==> config.mk <==
export PLATFORM = sky130hd
export DESIGN_NAME = rxdl_extract
export DESIGN_NICKNAME = d
export VERILOG_FILES = /design/src/rtl/rxdl_pkg.sv /design/src/rtl/rxdl_position.sv /design/src/rtl/rxdl_strobe.sv /design/src/rtl/rxdl_extract.sv
export SDC_FILE = /design/constraint.sdc
export NUM_CORES = 1
export LEC_CHECK = 0
export ABC_CLOCK_PERIOD_IN_PS = 1800
export BUFFER_PORTS_ARGS = -buffer_cell sky130_fd_sc_hd__buf_4
export CAP_MARGIN = 20
export CORE_ASPECT_RATIO = 0.7
export CORE_MARGIN = 5
export CORE_UTILIZATION = 35
export DETAILED_ROUTE_END_ITERATION = 8
export HOLD_SLACK_MARGIN = 0.15
export MAX_ROUTING_LAYER = met4
export PLACE_DENSITY = 0.64
export SYNTH_ARGS = -nofsm -noshare
export SYNTH_HDL_FRONTEND = slang
export SYNTH_SLANG_ARGS = --single-unit
export TNS_END_PERCENT = 10
==> constraint.sdc <==
create_clock -name rclk2x -period 1.8 [get_ports rclk2x]
set_clock_uncertainty 0.15 [all_clocks]
set_input_delay 0.54 -clock rclk2x [delete_from_list [all_inputs] [get_ports rclk2x]]
set_output_delay 0.54 -clock rclk2x [all_outputs]
set_load 0.02 [all_outputs]
==> src/rtl/rxdl_pkg.sv <==
package rxdl_pkg;

  // True when frame bit idx is one of the count Sa cells starting at
  // bit first and its two-bit code field reads 01.
  function automatic logic sa_pick(input int idx, input int first,
                                   input int count, input logic [31:0] codes);
    logic [1:0] fld;
    if (idx < first || idx >= first + count) return 1'b0;
    fld = codes[2*(idx-first) +: 2];
    return fld == 2'b01;
  endfunction

endpackage

==> src/rtl/rxdl_position.sv <==
module rxdl_position #(
  parameter int FRAME_BITS = 256,
  localparam int CW = $clog2(FRAME_BITS)
) (
  input  logic          rclk2x,
  input  logic          rst_n,
  input  logic          frame_sync,
  output logic [CW-1:0] bit_idx,
  output logic          half,
  output logic          synced
);

  always_ff @(posedge rclk2x or negedge rst_n) begin
    if (!rst_n) begin
      bit_idx <= '0;
      half    <= 1'b0;
      synced  <= 1'b0;
    end else if (frame_sync) begin
      bit_idx <= '0;
      half    <= 1'b0;
      synced  <= 1'b1;
    end else if (half) begin
      half    <= 1'b0;
      bit_idx <= (bit_idx == CW'(FRAME_BITS - 1)) ? '0 : bit_idx + 1'b1;
    end else begin
      half    <= 1'b1;
    end
  end

endmodule

==> src/rtl/rxdl_strobe.sv <==
module rxdl_strobe #(
  parameter int FRAME_BITS = 256,
  parameter int SA_FIRST   = 3,
  parameter int SA_COUNT   = 5,
  localparam int CW = $clog2(FRAME_BITS)
) (
  input  logic                  rclk2x,
  input  logic                  rst_n,
  input  logic [CW-1:0]         bit_idx,
  input  logic                  half,
  input  logic                  synced,
  input  logic                  align_ok,
  input  logic                  nfas_frame,
  input  logic [2*SA_COUNT-1:0] sa_codes,
  output logic                  cell_sel,
  output logic                  clk_pulse,
  output logic                  en_n
);
  import rxdl_pkg::*;

  logic code_hit;

  always_comb begin
    code_hit = sa_pick(int'(bit_idx), SA_FIRST, SA_COUNT, 32'(sa_codes));
    cell_sel = synced & align_ok & nfas_frame & code_hit;
  end

  // Pulse goes high after the second half of a selected input cell,
  // which is the middle of the output cell. Enable spans the whole cell.
  always_ff @(posedge rclk2x or negedge rst_n) begin
    if (!rst_n) begin
      clk_pulse <= 1'b0;
      en_n      <= 1'b1;
    end else begin
      clk_pulse <= half & cell_sel;
      en_n      <= ~cell_sel;
    end
  end

endmodule

==> src/rtl/rxdl_extract.sv <==
module rxdl_extract #(
  parameter int FRAME_BITS = 256,
  parameter int SA_FIRST   = 3,
  parameter int SA_COUNT   = 5,
  localparam int CW = $clog2(FRAME_BITS)
) (
  input  logic                  rclk2x,
  input  logic                  rst_n,
  input  logic                  rx_data,
  input  logic                  frame_sync,
  input  logic                  nfas_frame,
  input  logic                  align_ok,
  input  logic [2*SA_COUNT-1:0] sa_codes,
  input  logic                  enable_mode,
  output logic                  rx_dl,
  output logic                  rx_dlc
);

  logic [CW-1:0] bit_idx;
  logic          half;
  logic          synced;
  logic          cell_sel;
  logic          clk_pulse;
  logic          en_n;

  rxdl_position #(.FRAME_BITS(FRAME_BITS)) i_pos (
    .rclk2x(rclk2x), .rst_n(rst_n), .frame_sync(frame_sync),
    .bit_idx(bit_idx), .half(half), .synced(synced)
  );

  rxdl_strobe #(.FRAME_BITS(FRAME_BITS), .SA_FIRST(SA_FIRST),
                .SA_COUNT(SA_COUNT)) i_stb (
    .rclk2x(rclk2x), .rst_n(rst_n), .bit_idx(bit_idx), .half(half),
    .synced(synced), .align_ok(align_ok), .nfas_frame(nfas_frame),
    .sa_codes(sa_codes), .cell_sel(cell_sel), .clk_pulse(clk_pulse),
    .en_n(en_n)
  );

  // Data is taken at the end of the first half of each cell.
  always_ff @(posedge rclk2x or negedge rst_n) begin
    if (!rst_n)     rx_dl <= 1'b0;
    else if (!half) rx_dl <= rx_data;
  end

  assign rx_dlc = enable_mode ? en_n : clk_pulse;

endmodule

Word level (Yosys, flattened, before mapping)
Index checks and enable logic that the tools add are counted.
{ "word_totals": {"elab_cells": 29, "rom_bits": 0, "mem_count": 0, "reg_bits": 13, "latch_bits": 0, "in_bits": 17, "ram_bits": 0, "out_inout_bits": 2} }
{ "op_classes": {"n_addsub": 2, "shift": 1, "bitwise": 5, "eq_ne": 2, "n_lt_le_gt_ge": 2, "mul": 0, "mux": 9, "div_mod_pow": 0, "n_reduce_logical": 2} }
{ "ops": {"columns": ["cell", "count"], "rows": [
  ["32-bit by 32-bit indexed part select with 2-bit output", 1],
  ["8-bit 2-to-1 mux", 3],
  ["8-bit by 2-bit subtractor with 9-bit output (second input constant)", 1],
  ["8-bit by 1-bit adder with 8-bit output (second input constant)", 1],
  ["8-bit equality test (second input constant)", 1],
  ["8-bit by 4-bit >= comparator with 1-bit output (second input constant)", 1],
  ["8-bit by 2-bit less-than comparator with 1-bit output (second input constant)", 1],
  ["1-bit 2-to-1 mux", 6],
  ["1-bit bitwise AND", 4],
  ["2-bit by 1-bit equality test with 1-bit output (second input constant)", 1],
  ["2-bit nonzero test", 1],
  ["1-bit logical OR", 1],
  ["1-bit inverter", 1]
]} }

Depth between registers and ports, before layout
{ "logic_depth": {"word_depth": 6, "ltp_mapped": 6, "depth_no_buf": 6} }

Modules after synthesis
From an unflattened synthesis, not the netlist that was laid out.
{ "unflattened": {"hier_cells": 77, "area_unflattened_um2": 768.2} }
{ "by_module_without_submodules": {"columns": ["module", "n_inst", "area_per_inst_um2", "cells_per_inst", "seq_area_each_um2"], "rows": [
  ["rxdl_position", 1, 505.5, 48, 250.2],
  ["rxdl_strobe", 1, 207.7, 26, 51.3],
  ["rxdl_extract", 1, 55.1, 3, 25.0]
]} }

Least setup slack after synthesis
OpenSTA, ideal clock, no wires.
{ "synth_path": {"path_type": "register to register", "from": "register i_pos.bit_idx[0]", "to": "register i_stb.clk_pulse", "setup_slack_ns": 0.025, "path_buffers": 0, "arrival_ns": 1.504, "stages_incl_launch_ff": 7, "synth_period_minus_slack_ns": 1.775, "setup_time_ns": 0.120, "required_time_ns": 1.530, "cell_sequence": "dfrtp_1 -> inv_1 -> ha_1 -> nor2b_1 -> a221oi_1 -> o21ai_1 -> and4_1"} }
{ "synth_via": {"elab_chain_cells": 6, "word_cells_on_any_way": 10, "classes_between": "1 x add/sub; 2 x order compare; 1 x eq/ne; 1 x shift; 2 x mux; 2 x bitwise; 1 x reduce/logical"} }
{ "synth_lines": {"columns": ["element", "line", "text"], "rows": [
  ["start: declaration", "rxdl_position.sv:8", "output logic [CW-1:0] bit_idx,"],
  ["start signal: assignment", "rxdl_position.sv:24", "bit_idx <= (bit_idx == CW'(FRAME_BITS - 1)) ? '0 : bit_idx + 1'b1;"],
  ["8-bit by 2-bit subtractor with 9-bit output, or another cell as far along", "rxdl_pkg.sv:9", "fld = codes[2*(idx-first) +: 2];"],
  ["32-bit by 32-bit indexed part select with 2-bit output / 1-bit logical OR (equally long branches)", "rxdl_pkg.sv:9, rxdl_pkg.sv:8", null],
  ["2-bit by 1-bit equality test with 1-bit output / 1-bit 2-to-1 mux (equally long branches)", "rxdl_pkg.sv:10, rxdl_pkg.sv:8", null],
  ["1-bit 2-to-1 mux (*)", "rxdl_pkg.sv:9", null],
  ["1-bit bitwise AND (*)", "rxdl_strobe.sv:25", "cell_sel = synced & align_ok & nfas_frame & code_hit;"],
  ["1-bit bitwise AND (*)", "rxdl_strobe.sv:35", "clk_pulse <= half & cell_sel;"],
  ["end signal: assignment", "rxdl_strobe.sv:35", null],
  ["end: declaration", "rxdl_strobe.sv:16", "output logic clk_pulse,"]
]} }
Mark *: on every way between the ends. The rest lies on a longest branch, timed or not.
A chain may end at the register's enable or synchronous reset.

Worst setup path in the final report
{ "layout_path": {"from": "input enable_mode", "to": "output rx_dlc"} }
{ "layout_via": {"elab_chain_cells": 1} }
{ "layout_lines": {"columns": ["element", "line", "text"], "rows": [
  ["start: declaration", "rxdl_extract.sv:14", "input logic enable_mode,"],
  ["1-bit 2-to-1 mux", "rxdl_extract.sv:45", "assign rx_dlc = enable_mode ? en_n : clk_pulse;"],
  ["end: declaration", "rxdl_extract.sv:16", "output logic rx_dlc"]
]} }
No other way between the ends.

==> metrics.csv <==
metric;value;unit
ir_worst_vdd;0.374;mV
syn_inst;74;
r2r-end;i_stb.clk_pulse;
cts_setup_buffers;0;
portBuffers;18;
die_y;48.0;um
initial_core_util;0.380;
yosys.area.top_type;dfrtp_1;
synth_area_leaders;dfrtp_1 42%, xor2_1 4.8%, dfstp_2 3.6%;
maxSlewHeadroom;0.752;
hpwl;1.27;mm
drt_iter0_markers;11;
post-route-period-util;0.988;
rsz0062_at_grt;no;
grt_pass1_vias;557;
first_pass_iters;4;
drc;0;
worstSetupStartpoint;enable_mode;
synth_enable_flop_cells;0;
ff_latch_area;327;um2
n_antenna_cell;0;
rrSetupSlack;0.11;ns
async_flop_share;1.00;
grtUsageMet1;0.163;
placeableCoreArea;0.00190;mm2
routabilityCongestion;0.819;
syn_to_final_growth;34.4;%
placed_area;911;um2
netlist_top_cells_count;12 x dfrtp_1, 7 x nor2_1, 5 x a21oi_1, 5 x nand2_1, 5 x nand3_1;
met2_usage;0.171;
fin_area;972;um2
synth.distinct_cells;33;
rr_startpoint;i_pos.bit_idx[0];
worstMarginPinSlew;0.368;ns
synth-seq-cells;13;
clock-sinks;13;
netlist_area;723;um2
r2r_cells;6;
routed_via_density;5.33;
cp-end-kind;output pin;
final_util;0.511;
multiInputGateArea;390;um2
startpoint_type;primary input;
pin_count;19;
finalSetupViolCount;0;
critical_path_arrival;1.09;ns
crit_path_frequent_cell;buf_4;
drive_above_1_share;0.380;
status;finished, final reports clean;
yosysWarningCount;0;
clk_latency;0.28;ns
max_cap_violations;0;
ant_nets;0;
grt_usage;0.124;
synth_top_area_frac;0.415;
clk_pin_slew;0.08;ns
synth.avg_cell_area;9.77;um2
grt_pass1_wl;2.72;mm
crit_fanout;1;
final-max-slew-violation-count;0;
post-route-min-period;1.78;ns
max_freq;0.562;GHz
htree_levels;1;
syn_nets;93;
fill_cells;180;
final_nets;120;
cts_buffers;3;
slowest_delay;0.32;ns
clock_tree.buffer_depth;2;
hp-class;reg2reg;
grt_busiest_layer;met2;
cts_tree;done;
globalRouteOverflowTotal;0;
leakagePower;0.444;nW
synth_seq_area_share;0.452;
dieArea;0.00309;mm2
synth_top_flop_cell;dfrtp_1;
cts_root_buf;clkbuf_4;
wirelength;1.72;mm
finalHoldViolCount;0;
vias;650;
grt_use_met3;0.0493;
antenna_found_initial;0;
grt_max_degree;15;
worstPathCellList;buf_4 -> mux2_2 -> buf_4;
synth_most_common_cell;dfrtp_1;
critical_path_class;in2out;
cp.required;1.11;ns
rows;13;
wl_per_cell;14.1;um
crit_path_end;rx_dlc;
p_per_area;614;mW/mm2
die_w;64.3;um
critPathSlowestCell;mux2_2;
[placed cells by master, fill, tap and decap left out, types with 2 or more instances in the layout]
master / netlist / routed
buf_4: 0 / 24
dfrtp_1: 12 / 12
nor2_1: 7 / 7
nand3_1: 5 / 5
a21oi_1: 5 / 5
nand2_1: 5 / 5
xor2_1: 4 / 4
nand2b_1: 3 / 3
clkbuf_4: 0 / 3
inv_1: 2 / 2
mux2_2: 2 / 2
nor2b_1: 2 / 2
o21ai_1: 2 / 2
a311oi_1: 2 / 2
[cell families (layout without fill, tap and decap cells)]
group                    Yosys count  in the layout  share of synthesized area
XOR/XNOR                           4              4                     0.0484
flip-flops                        13             13                      0.452
AO/OA/AOI/OAI                     15             15                      0.138
buffers and inverters              6             32                     0.0432
AND/OR/NAND/NOR                   32             32                      0.253
multiplexers                       2              2                     0.0311
adder cells (fa/ha/maj)            2              2                     0.0346
[how the worst min path moves through the flow]
| stage | startpoint | end | slack (ns) | depth (start not counted) |
|---|---|---|---|---|
| 4_1_cts | rx_data | rx_dl | 0.34 | 2 |
| 2_1_floorplan | rst_n | i_pos.bit_idx[0] | 0.09 | 0 |
| 5_1_grt | rx_data | rx_dl | 0.34 | 2 |
| 3_5_place_dp | rst_n | i_pos.bit_idx[4] | 0.24 | 1 |
| 6_report | i_pos.synced | i_pos.synced | 0.34 | 1 |
| 3_3_place_gp | rst_n | i_pos.bit_idx[4] | 0.24 | 1 |
[registers in the layout, indices dropped and copies added (netlist names)]
register / count
i_stb.clk_pulse: 1
rx_dl: 1
i_stb.en_n: 1
i_pos.half: 1
i_pos.synced: 1
i_pos.bit_idx: 8
[worst max-delay path, delay by kind of cell]
family   cells  cell delay (ns)
mux          1             0.32
buf+inv      2             0.24
[metal layers]
layer,share of wire,vias to the layer above
met1,0.49,308
met4,0.011,0
met2,0.44,15
met5,0,-
met3,0.054,5
li1,-,322
[layout make-up]
cell class | count | area share
Clock buffer | 4 | 0.0270
Timing Repair Buffer | 25 | 0.196
Multi-Input combinational cell | 55 | 0.402
Inverter | 3 | 0.0116
Sequential cell | 13 | 0.336
Tap cell | 22 | 0.0283
[metrics by stage]
stage          setup TNS (ns)  std cells  power [mW]  setup WS (ns)  hold WS [ns]
2_1_floorplan               0         74       0.351         0.0253        0.0944
3_3_place_gp                0        117       0.404         0.0256         0.243
3_5_place_dp          -0.0170        117       0.406        -0.0170         0.244
4_1_cts                     0        122       0.592         0.0196         0.339
5_1_grt                     0        122       0.632        0.00133         0.338
6_report                    0        122       0.597         0.0217         0.341
[report_power, final]
group          total (mW)  switching, mW  internal [mW]
Combinational       0.108         0.0501         0.0576
Sequential          0.302        0.00347          0.299
Clock               0.187          0.101         0.0861
Total               0.597          0.154          0.442
[timing repair]
action / CTS / global route
hold buffers: 1 / 0
setup endpoints to repair: 1 / 1
pin swaps: 0 / 1
hold endpoints to repair: 12 / 0
resized for setup: 1 / 2
No activity file was read; power rests on OpenSTA's default activity.
